$ cat src/rtl/gpio_irq_pkg.sv
package gpio_irq_pkg;

  localparam int unsigned GPIO_LINES = 16;
  localparam int unsigned GPIO_IRQS  = 13;
  localparam int unsigned MODE_W     = 3;
  localparam int unsigned BUS_DW     = 32;
  localparam int unsigned BUS_AW     = 5;

  // word indices (byte address / 4)
  localparam int unsigned REG_DOUT   = 0;
  localparam int unsigned REG_DIR    = 1;
  localparam int unsigned REG_PIN    = 2;
  localparam int unsigned REG_STAT   = 3;
  localparam int unsigned REG_STY_LO = 4;
  localparam int unsigned REG_STY_HI = 5;

  typedef enum logic [2:0] {
    MODE_LVL_HI = 3'd0,
    MODE_LVL_LO = 3'd1,
    MODE_RISE   = 3'd2,
    MODE_FALL   = 3'd3,
    MODE_ANY    = 3'd4
  } irq_mode_e;

endpackage

$ cat src/rtl/gpio_rst_sync.sv
module gpio_rst_sync (
  input  logic clk,
  input  logic rst_n,
  output logic rst_sync_n
);

  logic stage_q;
  logic out_q;

  always_ff @(posedge clk or negedge rst_n) begin
    if (!rst_n) begin
      stage_q <= 1'b0;
      out_q   <= 1'b0;
    end else begin
      stage_q <= 1'b1;
      out_q   <= stage_q;
    end
  end

  assign rst_sync_n = out_q;

endmodule

$ cat src/rtl/gpio_in_sync.sv
module gpio_in_sync #(
  parameter int unsigned LINES = 16
) (
  input  logic             clk,
  input  logic             rst_n,
  input  logic [LINES-1:0] pad_in,
  output logic [LINES-1:0] cur,
  output logic [LINES-1:0] prev
);

  logic [LINES-1:0] meta_q, sync_q, prev_q;
  logic [LINES-1:0] meta_d, sync_d, prev_d;

  always_comb begin
    meta_d = pad_in;
    sync_d = meta_q;
    prev_d = sync_q;
  end

  always_ff @(posedge clk or negedge rst_n) begin
    if (!rst_n) begin
      meta_q <= '0;
      sync_q <= '0;
      prev_q <= '0;
    end else begin
      meta_q <= meta_d;
      sync_q <= sync_d;
      prev_q <= prev_d;
    end
  end

  assign cur  = sync_q;
  assign prev = prev_q;

endmodule

$ cat src/rtl/gpio_detect.sv
module gpio_detect
  import gpio_irq_pkg::*;
#(
  parameter int unsigned LINES   = 16,
  parameter int unsigned MW      = 3,
  parameter int unsigned HALF    = LINES / 2,
  parameter int unsigned STYLE_W = HALF * MW
) (
  input  logic               clk,
  input  logic               rst_n,
  input  logic [LINES-1:0]   cur,
  input  logic [LINES-1:0]   prev,
  input  logic [STYLE_W-1:0] style_lo,
  input  logic [STYLE_W-1:0] style_hi,
  output logic [LINES-1:0]   hit
);

  for (genvar g = 0; g < LINES; g++) begin : g_line
    logic [MW-1:0] mode;

    if (g < HALF) begin : g_lo
      assign mode = style_lo[g*MW +: MW];
    end else begin : g_hi
      assign mode = style_hi[(g-HALF)*MW +: MW];
    end

    always_comb begin
      case (mode)
        MW'(MODE_LVL_HI): hit[g] = cur[g];
        MW'(MODE_LVL_LO): hit[g] = ~cur[g];
        MW'(MODE_RISE):   hit[g] = cur[g] & ~prev[g];
        MW'(MODE_FALL):   hit[g] = ~cur[g] & prev[g];
        MW'(MODE_ANY):    hit[g] = cur[g] ^ prev[g];
        default:          hit[g] = 1'b0;
      endcase
    end


    undefined_mode_chk: assert property (@(posedge clk) disable iff (!rst_n)
      (mode > MW'(MODE_ANY)) |-> !hit[g]);
  end

endmodule

$ cat src/rtl/gpio_irq_regs.sv
module gpio_irq_regs
  import gpio_irq_pkg::*;
#(
  parameter int unsigned LINES   = 16,
  parameter int unsigned AW      = 5,
  parameter int unsigned DW      = 32,
  parameter int unsigned STYLE_W = 24
) (
  input  logic               clk,
  input  logic               rst_n,
  input  logic               bus_wr,
  input  logic [AW-1:0]      bus_addr,
  input  logic [DW-1:0]      bus_wdata,
  output logic [DW-1:0]      bus_rdata,
  input  logic [LINES-1:0]   pin_sync,
  input  logic [LINES-1:0]   set_vec,
  output logic [LINES-1:0]   dout,
  output logic [LINES-1:0]   dir,
  output logic [STYLE_W-1:0] style_lo,
  output logic [STYLE_W-1:0] style_hi,
  output logic [LINES-1:0]   status
);

  localparam int unsigned IW = AW - 2;

  logic [IW-1:0] idx;
  logic we_dout, we_dir, we_stat, we_lo, we_hi;

  logic [LINES-1:0]   dout_q, dir_q, stat_q;
  logic [LINES-1:0]   dout_d, dir_d, stat_d, clr_mask;
  logic [STYLE_W-1:0] lo_q, hi_q, lo_d, hi_d;

  logic unused_bits;
  assign unused_bits = ^{bus_addr[1:0], bus_wdata[DW-1:STYLE_W]};

  assign idx = bus_addr[AW-1:2];

  // decode and next state
  always_comb begin
    we_dout  = bus_wr && (idx == IW'(REG_DOUT));
    we_dir   = bus_wr && (idx == IW'(REG_DIR));
    we_stat  = bus_wr && (idx == IW'(REG_STAT));
    we_lo    = bus_wr && (idx == IW'(REG_STY_LO));
    we_hi    = bus_wr && (idx == IW'(REG_STY_HI));
    dout_d   = bus_wdata[LINES-1:0];
    dir_d    = bus_wdata[LINES-1:0];
    lo_d     = bus_wdata[STYLE_W-1:0];
    hi_d     = bus_wdata[STYLE_W-1:0];
    clr_mask = we_stat ? bus_wdata[LINES-1:0] : '0;
    stat_d   = (stat_q & ~clr_mask) | set_vec;
  end

  always_ff @(posedge clk or negedge rst_n) begin
    if (!rst_n) begin
      dout_q <= '0;
      dir_q  <= '1;
      stat_q <= '0;
      lo_q   <= '0;
      hi_q   <= '0;
    end else begin
      if (we_dout) dout_q <= dout_d;
      if (we_dir)  dir_q  <= dir_d;
      if (we_lo)   lo_q   <= lo_d;
      if (we_hi)   hi_q   <= hi_d;
      stat_q <= stat_d;
    end
  end

  // read mux, upper bits zero
  always_comb begin
    bus_rdata = '0;
    case (idx)
      IW'(REG_DOUT):   bus_rdata[LINES-1:0]   = dout_q;
      IW'(REG_DIR):    bus_rdata[LINES-1:0]   = dir_q;
      IW'(REG_PIN):    bus_rdata[LINES-1:0]   = pin_sync;
      IW'(REG_STAT):   bus_rdata[LINES-1:0]   = stat_q;
      IW'(REG_STY_LO): bus_rdata[STYLE_W-1:0] = lo_q;
      IW'(REG_STY_HI): bus_rdata[STYLE_W-1:0] = hi_q;
      default:         bus_rdata = '0;
    endcase
  end

  assign dout     = dout_q;
  assign dir      = dir_q;
  assign style_lo = lo_q;
  assign style_hi = hi_q;
  assign status   = stat_q;


  w1c_clear_chk: assert property (@(posedge clk) disable iff (!rst_n)
    (|(clr_mask & ~set_vec)) |=> ((stat_q & $past(clr_mask & ~set_vec)) == '0));


  set_wins_chk: assert property (@(posedge clk) disable iff (!rst_n)
    (|set_vec) |=> ((stat_q & $past(set_vec)) == $past(set_vec)));


  sticky_hold_chk: assert property (@(posedge clk) disable iff (!rst_n)
    (!we_stat && (set_vec == '0)) |=> $stable(stat_q));


  dir_keep_chk: assert property (@(posedge clk) disable iff (!rst_n)
    !we_dir |=> $stable(dir_q));

endmodule

$ cat src/rtl/gpio_irq_ctrl.sv
module gpio_irq_ctrl
  import gpio_irq_pkg::*;
#(
  parameter int unsigned LINES = GPIO_LINES,
  parameter int unsigned IRQS  = GPIO_IRQS,
  parameter int unsigned AW    = BUS_AW,
  parameter int unsigned DW    = BUS_DW
) (
  input  logic             clk,
  input  logic             rst_n,
  input  logic             bus_wr,
  input  logic [AW-1:0]    bus_addr,
  input  logic [DW-1:0]    bus_wdata,
  output logic [DW-1:0]    bus_rdata,
  input  logic [LINES-1:0] pad_in,
  output logic [LINES-1:0] pad_out,
  output logic [LINES-1:0] pad_oe,
  output logic [IRQS-1:0]  irq_req
);

  localparam int unsigned HALF    = LINES / 2;
  localparam int unsigned STYLE_W = HALF * MODE_W;

  logic               rst_i_n;
  logic [LINES-1:0]   cur, prev, hit, dout, dir, status;
  logic [STYLE_W-1:0] style_lo, style_hi;

  gpio_rst_sync u_rst (
    .clk        (clk),
    .rst_n      (rst_n),
    .rst_sync_n (rst_i_n)
  );

  gpio_in_sync #(.LINES(LINES)) u_sync (
    .clk    (clk),
    .rst_n  (rst_i_n),
    .pad_in (pad_in),
    .cur    (cur),
    .prev   (prev)
  );

  gpio_detect #(.LINES(LINES), .MW(MODE_W), .HALF(HALF), .STYLE_W(STYLE_W)) u_det (
    .clk      (clk),
    .rst_n    (rst_i_n),
    .cur      (cur),
    .prev     (prev),
    .style_lo (style_lo),
    .style_hi (style_hi),
    .hit      (hit)
  );

  gpio_irq_regs #(.LINES(LINES), .AW(AW), .DW(DW), .STYLE_W(STYLE_W)) u_regs (
    .clk       (clk),
    .rst_n     (rst_i_n),
    .bus_wr    (bus_wr),
    .bus_addr  (bus_addr),
    .bus_wdata (bus_wdata),
    .bus_rdata (bus_rdata),
    .pin_sync  (cur),
    .set_vec   (hit),
    .dout      (dout),
    .dir       (dir),
    .style_lo  (style_lo),
    .style_hi  (style_hi),
    .status    (status)
  );

  logic unused_status;
  assign unused_status = ^status[LINES-1:IRQS];

  assign pad_out = dout;
  assign pad_oe  = ~dir;
  assign irq_req = status[IRQS-1:0];


  irq_rise_src_chk: assert property (@(posedge clk) disable iff (!rst_i_n)
    $rose(irq_req[0]) |-> $past(hit[0]));

endmodule

$ cat config.mk
export PLATFORM = sky130hd
export DESIGN_NAME = gpio_irq_ctrl
export DESIGN_NICKNAME = d
export VERILOG_FILES = /design/src/rtl/gpio_irq_pkg.sv /design/src/rtl/gpio_rst_sync.sv /design/src/rtl/gpio_in_sync.sv /design/src/rtl/gpio_detect.sv /design/src/rtl/gpio_irq_regs.sv /design/src/rtl/gpio_irq_ctrl.sv
export SDC_FILE = /design/constraint.sdc
export NUM_CORES = 1
export LEC_CHECK = 0
export ABC_AREA = 0
export BUFFER_PORTS_ARGS = -buffer_cell sky130_fd_sc_hd__buf_4
export CELL_PAD_IN_SITES_DETAIL_PLACEMENT = 2
export CELL_PAD_IN_SITES_GLOBAL_PLACEMENT = 2
export CORE_MARGIN = 8
export CORE_UTILIZATION = 30
export CTS_CLUSTER_SIZE = 24
export DETAILED_ROUTE_END_ITERATION = 7
export HOLD_SLACK_MARGIN = 0.03
export PLACE_DENSITY_LB_ADDON = 0.1
export RECOVER_POWER = 25
export SYNTH_ARGS = -nofsm -noshare
export SYNTH_HDL_FRONTEND = slang
export SYNTH_SLANG_ARGS = --single-unit
$ cat constraint.sdc
create_clock -name clk -period 5.4 [get_ports clk]
set_input_delay 1.08 -clock clk [delete_from_list [all_inputs] [get_ports clk]]
set_output_delay 1.08 -clock clk [all_outputs]
set_load 0.02 [all_outputs]
==> impl_metrics.json <==
{
  "finalSetupViolations": 0,
  "max_slew_margin_pct": 2.75,
  "r2r_setup_slack_ps": 3300,
  "fillers": 2507,
  "die_w_um": 171,
  "grt_max_degree": 58,
  "crit_type": "in2out",
  "synth_edf_count": 0,
  "drtIter0Drc": 209,
  "ys_types": 37,
  "clk_pin_slew_ps": 60,
  "gr-usage-all-layers_pct": 15.9,
  "syn_inst": 622,
  "cp-end-kind": "output port",
  "core_area_mm2": 0.0235,
  "layout-drive-gt1-share_pct": 32.2,
  "post-route-util_pct": 37.6,
  "critPathSlowestCell": "buf_4",
  "cts_made_buffers": 17,
  "min_period_ps": 4040,
  "clock_latency_ps": 420,
  "cts_hold_buffers": 0,
  "fin_setup_tns_ps": 0,
  "antenna_left": 0,
  "grt_pass1_vias": 5969,
  "antenna_cells": 0,
  "worstPathCellList": "buf_4, inv_1, nor2_1, a31oi_1, o22ai_1, buf_4",
  "leakagePower_nw": 4.04,
  "dieArea_mm2": 0.0291,
  "rows": 56,
  "root_buffer": "clkbuf_16",
  "vias_per_cell": 4.81,
  "required_ps": 4320,
  "cts_tree": "done",
  "critPathMaxFanout": 40,
  "pre_cts_ws_ps": 1350,
  "drc": 0,
  "grt_first_pass_wirelength_mm": 34.9,
  "powerDensity_mw_per_mm2": 389,
  "wl_mm": 22.4,
  "portBuffers": 114,
  "final_nets": 813,
  "peakVddDrop_mv": 0.174,
  "placed_area_mm2": 0.00824,
  "timing.max_cap.violations": 0,
  "synth_flop_cell": "dfrtp_1",
  "worstPathArrival_ps": 2960,
  "start_util_pct": 30.6,
  "firstDrtPassIters": 4,
  "finalHoldViolations": 0,
  "multi_input_area_mm2": 0.00303,
  "cp_slowest_stage_delay_ps": 570,
  "yosysWarnings": 0,
  "status": "finished, final reports clean",
  "postCtsSetupRepairBufs": 0,
  "numClockSinks": 146,
  "start_kind": "input port",
  "die_h_um": 171,
  "final-seq-area_mm2": 0.00367,
  "synthArstFlopShare_pct": 100,
  "finalCritPeriodShare_pct": 74.8,
  "syn_to_final_growth_pct": 23.0,
  "place_congestion": 0.741,
  "hp-class": "reg2reg",
  "htree_levels": 4,
  "synth_seq_area_share_pct": 51.2,
  "maxSlewViolCount": 0,
  "dp.final_hpwl_mm": 16.0,
  "fin_skew_ps": 10.4,
  "antenna_found_initial": 0,
  "layout_commonest_cell": "dfrtp_1",
  "ctsResizeCount": 0,
  "grt_overflow": 0,
  "io_pins": 133,
  "worst_slew_pin_slew_ps": 1460,
  "layout_setup_ws_ps": 1360,
  "wl_per_cell_um": 21.2,
  "design_area_mm2": 0.00883,
  "layout_common_cells": "dfrtp_1 (130), buf_4 (106), mux2_2 (56)",
  "cts_buffer_depth": 2,
  "syn_avg_cell_area_um2": 11.5,
  "vias": 5089,
  "rsz0062_at_grt": "false",
  "max_freq_ghz": 0.248,
  "crit_top_cell": "buf_4",
  "synth_seq_cells": 146,
  "synth_area_mm2": 0.00718
}
## through the flow
stage / hold WS, ps / instances / total power, mW
after floorplan: 331 / 629 / 1.91
after global placement: 300 / 1025 / 2.20
after detailed placement: 310 / 1025 / 2.24
after CTS: 319 / 1057 / 3.50
after global routing: 355 / 1057 / 3.61
final: 349 / 1057 / 3.43
## registers in the layout (all words and copies together), names as in the netlist
| name | cells |
|---|---|
| u_regs.dir | 16 |
| u_regs.dout | 16 |
| u_regs.status | 16 |
| u_regs.style_hi | 24 |
| u_regs.style_lo | 24 |
| u_rst.rst_sync_n | 1 |
| u_rst.stage_q | 1 |
| u_sync.cur | 16 |
| u_sync.meta_q | 16 |
| u_sync.prev | 16 |
## power breakdown
part           leakage (nW)  internal, mW  total, mW  switching (mW)
sequential             1.67          1.28       1.47           0.195
clock                 0.283         0.740       1.22           0.484
combinational          2.09         0.351      0.736           0.385
total                  4.04          2.37       3.43            1.06
## kinds of logic (layout without fill, tap and decap cells)
group           Yosys count  in the layout  synth area share (%)
other cells               2              9                 0.105
xor+xnor                  9              9                  1.10
simple gates             97             97                  6.83
flops                   146            146                  51.2
mux                     125            125                  19.3
compound gates          110            110                  8.84
buf+inv                 101            210                  7.09
fa+ha+maj                32             32                  5.58
## Yosys cell counts, types with 5 or more instances
library cell / n / area, µm²
a21oi_1: 36 / 180
nor3b_1: 14 / 105
ha_1: 32 / 400
buf_2: 8 / 40.0
dfstp_2: 16 / 420
xor2_1: 6 / 52.6
mux2i_1: 55 / 551
clkbuf_1: 8 / 30.0
nand2_1: 38 / 143
mux2_2: 56 / 631
buf_4: 26 / 195
nor2_1: 36 / 135
o21ai_0: 48 / 240
o22ai_1: 5 / 31.3
o221a_2: 7 / 78.8
mux2_1: 10 / 113
inv_1: 55 / 206
dfrtp_1: 130 / 3250
## worst paths after layout
kind,from,to,cells after the start
max,bus_addr[2],bus_rdata[2],6
min,u_sync.meta_q[9],u_sync.cur[9],0
max reg2reg,u_rst.rst_sync_n,u_regs.dout[1],1
min reg2reg,u_sync.meta_q[9],u_sync.cur[9],0
max in group asynchronous,u_rst.rst_sync_n,u_regs.dout[1],1
min in group asynchronous,rst_n,u_rst.stage_q,1
## worst max-delay path, delay by kind of cell
family | cells | cell delay (ps)
buffers and inverters | 3 | 1300
AND/OR/NAND/NOR | 1 | 220
AO/OA/AOI/OAI | 2 | 330
## layer usage
layer	vias to the layer above	wire, µm	GRT usage (%)
met1	2667	9930	19.1
li1	2314	-	-
met2	87	11400	27.9
met3	21	775	3.71
met5	-	0	0
met4	0	363	4.42
## layout make-up
cell class	count	area share, %
Tap cell	319	4.52
Inverter	55	2.34
Clock inverter	12	1.77
Clock buffer	20	5.06
Multi-Input combinational cell	382	34.3
Sequential cell	146	41.6
Timing Repair Buffer	123	10.4
Power figures use the tool's default switching activity.
